`src/rtl/rtc_alarm_pkg.sv`:
```
package rtc_alarm_pkg;
    localparam int unsigned FIELD_W    = 8;
    localparam int unsigned NUM_FIELDS = 4;
    localparam int unsigned STAMP_W    = FIELD_W * NUM_FIELDS;

    // Field order inside the packed alarm word, lowest byte first.
    typedef enum logic [1:0] {
        FLD_SEC  = 2'd0,
        FLD_MIN  = 2'd1,
        FLD_HOUR = 2'd2,
        FLD_DAY  = 2'd3
    } alm_field_e;
endpackage

```
`src/rtl/alm_field_match.sv`:
```
module alm_field_match #(
    parameter int unsigned FW = 8,
    parameter int unsigned NF = 4
) (
    input  logic [FW*NF-1:0] alarm,
    input  logic [FW*NF-1:0] stamp,
    output logic             hit
);
    logic [NF-1:0] eq;

    for (genvar i = 0; i < NF; i++) begin : g_field
        assign eq[i] = (alarm[i*FW +: FW] == stamp[i*FW +: FW]);
    end

    assign hit = &eq;
endmodule

```
`src/rtl/rtc_alarm_match.sv`:
```
module rtc_alarm_match
    import rtc_alarm_pkg::*;
#(
    parameter int unsigned FW = FIELD_W,
    parameter int unsigned NF = NUM_FIELDS
) (
    input  logic               clk,
    input  logic               rst_n,
    input  logic               sec_tick,
    input  logic [FW*(NF-1)-1:0] cur_time,
    input  logic [FW-1:0]      cur_day,
    input  logic               alm_wr,
    input  logic [FW*NF-1:0]   alm_wdata,
    input  logic               ctl_wr,
    input  logic               ctl_arm,
    input  logic               ctl_irq_en,
    input  logic               flag_clr,
    output logic [FW*NF-1:0]   alm_value,
    output logic               armed,
    output logic               irq_en,
    output logic               wr_ok,
    output logic               alm_flag,
    output logic               irq
);
    localparam int unsigned AW = FW * NF;

    typedef struct packed {
        logic [AW-1:0] alm;
        logic          arm;
        logic          ie;
        logic          flag;
        logic          wok;
        logic          prev_hit;
    } state_t;

    state_t s_d, s_q;

    logic [AW-1:0] stamp;
    logic          hit;
    logic          arm_next;
    logic          fire;

    // Day byte sits above the time word, matching the alarm layout.
    assign stamp = {cur_day, cur_time};

    alm_field_match #(.FW(FW), .NF(NF)) u_match (
        .alarm (s_q.alm),
        .stamp (stamp),
        .hit   (hit)
    );

    always_comb begin
        s_d      = s_q;
        arm_next = ctl_wr ? ctl_arm : s_q.arm;
        fire     = sec_tick && s_q.arm && hit && !s_q.prev_hit;

        s_d.arm = arm_next;
        if (ctl_wr) begin
            s_d.ie = ctl_irq_en;
        end

        if (alm_wr && s_q.wok) begin
            s_d.alm = alm_wdata;
        end

        // Low as soon as arming is seen; high one cycle after disarm.
        s_d.wok = !s_q.arm && !arm_next;

        if (sec_tick) begin
            s_d.prev_hit = hit;
        end

        if (flag_clr) begin
            s_d.flag = 1'b0;
        end
        if (fire) begin
            s_d.flag = 1'b1;
        end
    end

    always_ff @(posedge clk) begin
        if (!rst_n) begin
            s_q          <= '0;
            s_q.wok      <= 1'b1;
        end else begin
            s_q          <= s_d;
        end
    end

    assign alm_value = s_q.alm;
    assign armed     = s_q.arm;
    assign irq_en    = s_q.ie;
    assign wr_ok     = s_q.wok;
    assign alm_flag  = s_q.flag;
    assign irq       = s_q.flag & s_q.ie;
endmodule

```
`config.mk`:
```
export PLATFORM = sky130hd
export DESIGN_NAME = rtc_alarm_match
export DESIGN_NICKNAME = d
export VERILOG_FILES = /design/src/rtl/rtc_alarm_pkg.sv /design/src/rtl/alm_field_match.sv /design/src/rtl/rtc_alarm_match.sv
export SDC_FILE = /design/constraint.sdc
export NUM_CORES = 1
export LEC_CHECK = 0
export ABC_AREA = 1
export ABC_CLOCK_PERIOD_IN_PS = 2100
export CAP_MARGIN = 20
export CORE_ASPECT_RATIO = 0.9
export CORE_MARGIN = 1
export CORE_UTILIZATION = 43
export CTS_CLUSTER_DIAMETER = 150
export DETAILED_ROUTE_END_ITERATION = 12
export GPL_TIMING_DRIVEN = 0
export PLACE_DENSITY = 0.92
export RECOVER_POWER = 50
export SYNTH_ARGS = -nofsm -noshare
export SYNTH_HDL_FRONTEND = slang
export SYNTH_SLANG_ARGS = --single-unit
```
`constraint.sdc`:
```
create_clock -name clk -period 2.1 [get_ports clk]
set_clock_uncertainty 0.1 [all_clocks]
set_input_delay 0.42 -clock clk [delete_from_list [all_inputs] [get_ports clk]]
set_output_delay 0.42 -clock clk [all_outputs]
set_load 0.05 [all_outputs]
```
## Yosys cells after proc, flatten, opt, wreduce, memory -nomap -nowiden

Index checks and enable logic that the tools add are counted.

- $add $sub $neg: 0
- Multiply operators: 0
- Div/mod/pow operators: 0
- Order comparisons: 0
- Eq/ne operators: 4
- Shift-type cells: 0
- Multiplexer cells: 3
- Bitwise logic cells: 1
- Reductions and logical operators: 10

Operator list:

| kind | number |
|---|---|
| $eq 8x8->1 | 4 |
| $logic_and 1x1->1 | 5 |
| $reduce_and 4->1 | 1 |
| $logic_not 1->1 | 3 |
| $mux 1 | 3 |
| $reduce_bool 2->1 | 1 |
| $and 1x1->1 | 1 |

- Flip-flop bits (word level): 37
- Bits in latches: 0
- RAM bits: 0
- Bits in read-only memories: 0
- Input bits: 72
- Output and inout port bits: 37
- Logic and storage cells: 24
- Memories: 0

## Logic depth before layout (Yosys ltp)

- Word-level depth: 5
- Gate-level depth with buffers: 10
- Gate-level depth less buffers: 10

## By module

A second synthesis with hierarchy kept.

- Cells, all modules: 365
- Area, all modules: 2179.6 um^2

Modules (own cells, without submodules):

| module | times used | cells each | area an instance (um^2) |
|---|---|---|---|
| rtc_alarm_match | 1 | 197 | 1534.0 |
| alm_field_match | 1 | 168 | 645.6 |

## Worst setup path after synthesis

Ideal clock, no wire load.

- Path type: flip-flop to output port
- Start point: register s_q (netlist bit irq_en)
- End point: output irq
- Arrival time: 1.048 ns
- Slack: 0.532 ns
- Stages on the path, launching flop included: 3
- Path buffers: 0
- Cell sequence: dfxtp_1 > nand2_1 > inv_1

- Word-level cells in the longest chain between the ends: 1

RTL lines:

| item | RTL line | RTL |
|---|---|---|
| from (decl) | rtc_alarm_match.sv:36 | `state_t s_d, s_q;` |
| $and 1x1->1 | rtc_alarm_match.sv:95 | `assign irq = s_q.flag & s_q.ie;` |
| to (decl) | rtc_alarm_match.sv:23 | `output logic irq` |

No other way between the ends.

## Worst setup path in the final report

- Start point: register s_q (netlist bit alm_value[2])
- End point: output alm_value[2]

RTL lines:

| item | RTL line | RTL |
|---|---|---|
| to (decl) | rtc_alarm_match.sv:18 | `output logic [FW*NF-1:0] alm_value,` |

No word-level cell between the ends.

==> out/results.ini <==
[floorplanning]
die_area_mm2=0.00509
coreArea_mm2=0.00455
die_w_um=75.1
std_cell_rows=23
start_util_pct=45.5
io_pins=109
die_h_um=67.8

[clock_tree]
root_buffer=clkbuf_8
cts_tree=built
clkTransAtPathRegs_ps=70
cts_max_level=2
cts.sinks=37
clockBufferDepth=2
cts_buffers=5
clock_latency_ps=280
post-cts-setup-buffers=0

[logic_synthesis]
avgSynthCellArea_um2=6.42
syn_nets=394
synth.top_cell.area_share_pct=35.8
synth_edf_count=0
async_reset_ff_share_pct=0
yosysMostFrequentCell=nand2_1
synth.yosys.warnings=0
synthDominantAreaCellType=dfxtp_1
synth_ff_type=dfxtp_1
netlist_instances=322
synth.distinct_cells=19
synth-seq-cells=37
yosysSeqAreaShare_pct=35.8
synth_common_cells=nand2_1 (75), inv_1 (48), dfxtp_1 (37)
synth_area_mm2=0.00207
netlist_top_cells_area=dfxtp_1 (36%), nand2_1 (14%), buf_4 (12%)

[sta]
fin_crit_ps=2050
worst_pin_slew_ps=603
maxSlewHeadroom_pct=60.0
rsz0062_at_grt=false
finalCritPeriodShare_pct=97.6
fin_tns_setup_ps=0
setup_violations=0
drv_slew=0
final_hold_viol_count=0
fmax_mhz=488
setup_slack_ps=49.9

[global_route]
grt_max_degree=11
grt-ovfl-total=0
track_usage_pct=23.5
grt_pass1_vias=2202
antenna_found_initial=0
grt_pass1_wl_um=8980

[worst_setup_path]
worstSetupPathType=flip-flop to primary output
critPathArrivalTime_ps=1530
worstSetupStartpointType=flip-flop
critPathCaptureType=primary output
cp_max_fo=3
worstPathRequired_ps=1580

[finish]
multi_input_area_um2=850
nFillCells=391
seq_area_um2=741
syn2layout_area_growth_pct=59.2
diodes=0
drive_gt1_share_pct=10.8
final_nets=509

[place]
place_hpwl_um=4610
routabilityCongestion=0.763
pre_cts_ws_ps=143
port_buffers=108

[drt]
drc=0
first_pass_iters=4
initialDrtViolationCount=91
antenna_left=0
wl_per_cell_um=11.6
wirelength_um=5760
dr_total_vias=2257
avgViaCountPerCell=4.53

[job]
drv_cap=0

[worst_hold_path]
worstHoldPathType=flip-flop to flip-flop

[pwr]
power_density_mw_per_mm2=589
p_total_w=0.00194
ir_worst_vdd_uv=467
leakagePower_nw=1.74

[outcome]
status=finished, final reports clean

[registers in the layout, summed over array words and instances, names as in the netlist]
signal	flops
armed	1
irq_en	1
wr_ok	1
s_q	1
alm_flag	1
alm_value	32
[routing by layer]
metal	track usage (%)	routed length, um
met4	5.19	18
met5	0	0
met2	44.9	2910
met1	25.6	2410
met3	6.57	414
[power breakdown]
group	total [W]	internal [W]	switching, W
Sequential	0.000796	0.000756	0.0000399
Combinational	0.000694	0.000315	0.000380
Clock	0.000449	0.000218	0.000231
[final cells by class]
| cell class | instances | share of cell area [%] |
|---|---|---|
| clock inverters | 1 | 0.152 |
| multi-input cells | 190 | 25.8 |
| plain buffers | 41 | 8.32 |
| clock buffers | 5 | 2.09 |
| inverters | 54 | 6.16 |
| well taps | 62 | 2.36 |
| repair buffers | 108 | 32.6 |
| flip-flops and latches | 37 | 22.5 |
[metrics by stage]
| step | area (um2) | cells | util, % | hold slack (ps) |
|---|---|---|---|---|
| after floorplan | 2070 | 322 | - | 342 |
| after global placement | 3230 | 492 | 71.0 | 354 |
| after detailed placement | 3230 | 492 | 71.0 | 366 |
| after CTS | 3300 | 498 | 72.6 | 376 |
| after global routing | 3290 | 498 | 72.4 | 402 |
| final | 3290 | 498 | 72.4 | 373 |
[worst max-delay path, stage by stage, from the launching register on]
cell and delay (ps):
dfxtp_1 350, buf_4 110, clkdlybuf4s50_1 790
[kinds of logic (layout without fill, tap and decap cells)]
kind of cell | after synthesis | after routing | share of synthesized area, %
AND/OR/NAND/NOR | 119 | 119 | 22.6
flip-flops | 37 | 37 | 35.8
AO/OA/AOI/OAI | 65 | 65 | 16.0
XOR/XNOR | 6 | 6 | 2.54
buffers and inverters | 95 | 209 | 23.1
[path summary, 6_finish.rpt]
check                            start                          to  slack (ps)  cells past startpoint
max reg2reg           wr_ok$_SDFF_PN1_  alm_value[29]$_SDFFE_PN0P_         500                      5
min reg2reg        s_q[0]$_SDFFE_PN0P_         s_q[0]$_SDFFE_PN0P_         370                      2
min                s_q[0]$_SDFFE_PN0P_         s_q[0]$_SDFFE_PN0P_         370                      2
max          alm_value[2]$_SDFFE_PN0P_                alm_value[2]          50                      2
[timing repair]
action	CTS	global route
endpoints found under the setup margin	0	25
resized for setup	0	25
hold buffers	0	0
[placed cells by master (no fill, tap or decap)]
| master | netlist | final |
|---|---|---|
| inv_2 | 4 | 4 |
| xnor2_1 | 6 | 6 |
| nand3_1 | 6 | 6 |
| buf_4 | 32 | 32 |
| or2_2 | 2 | 2 |
| clkbuf_1 | 7 | 16 |
| nand4_1 | 1 | 1 |
| dfxtp_1 | 37 | 37 |
| a21oi_1 | 27 | 27 |
| o21ai_0 | 36 | 36 |
| buf_1 | 1 | 1 |
| dlygate4sd3_1 | 0 | 2 |
| clkinv_1 | 2 | 2 |
| o22ai_1 | 1 | 1 |
| nand2_1 | 75 | 75 |
| nor2_1 | 33 | 33 |
| clkinv_2 | 0 | 1 |
| dlymetal6s2s_1 | 0 | 17 |
| a21oi_2 | 1 | 1 |
| clkbuf_8 | 0 | 5 |
| inv_1 | 48 | 48 |
| clkdlybuf4s50_1 | 0 | 81 |
| nor2_2 | 2 | 2 |
No activity file was read; power rests on OpenSTA's default activity.
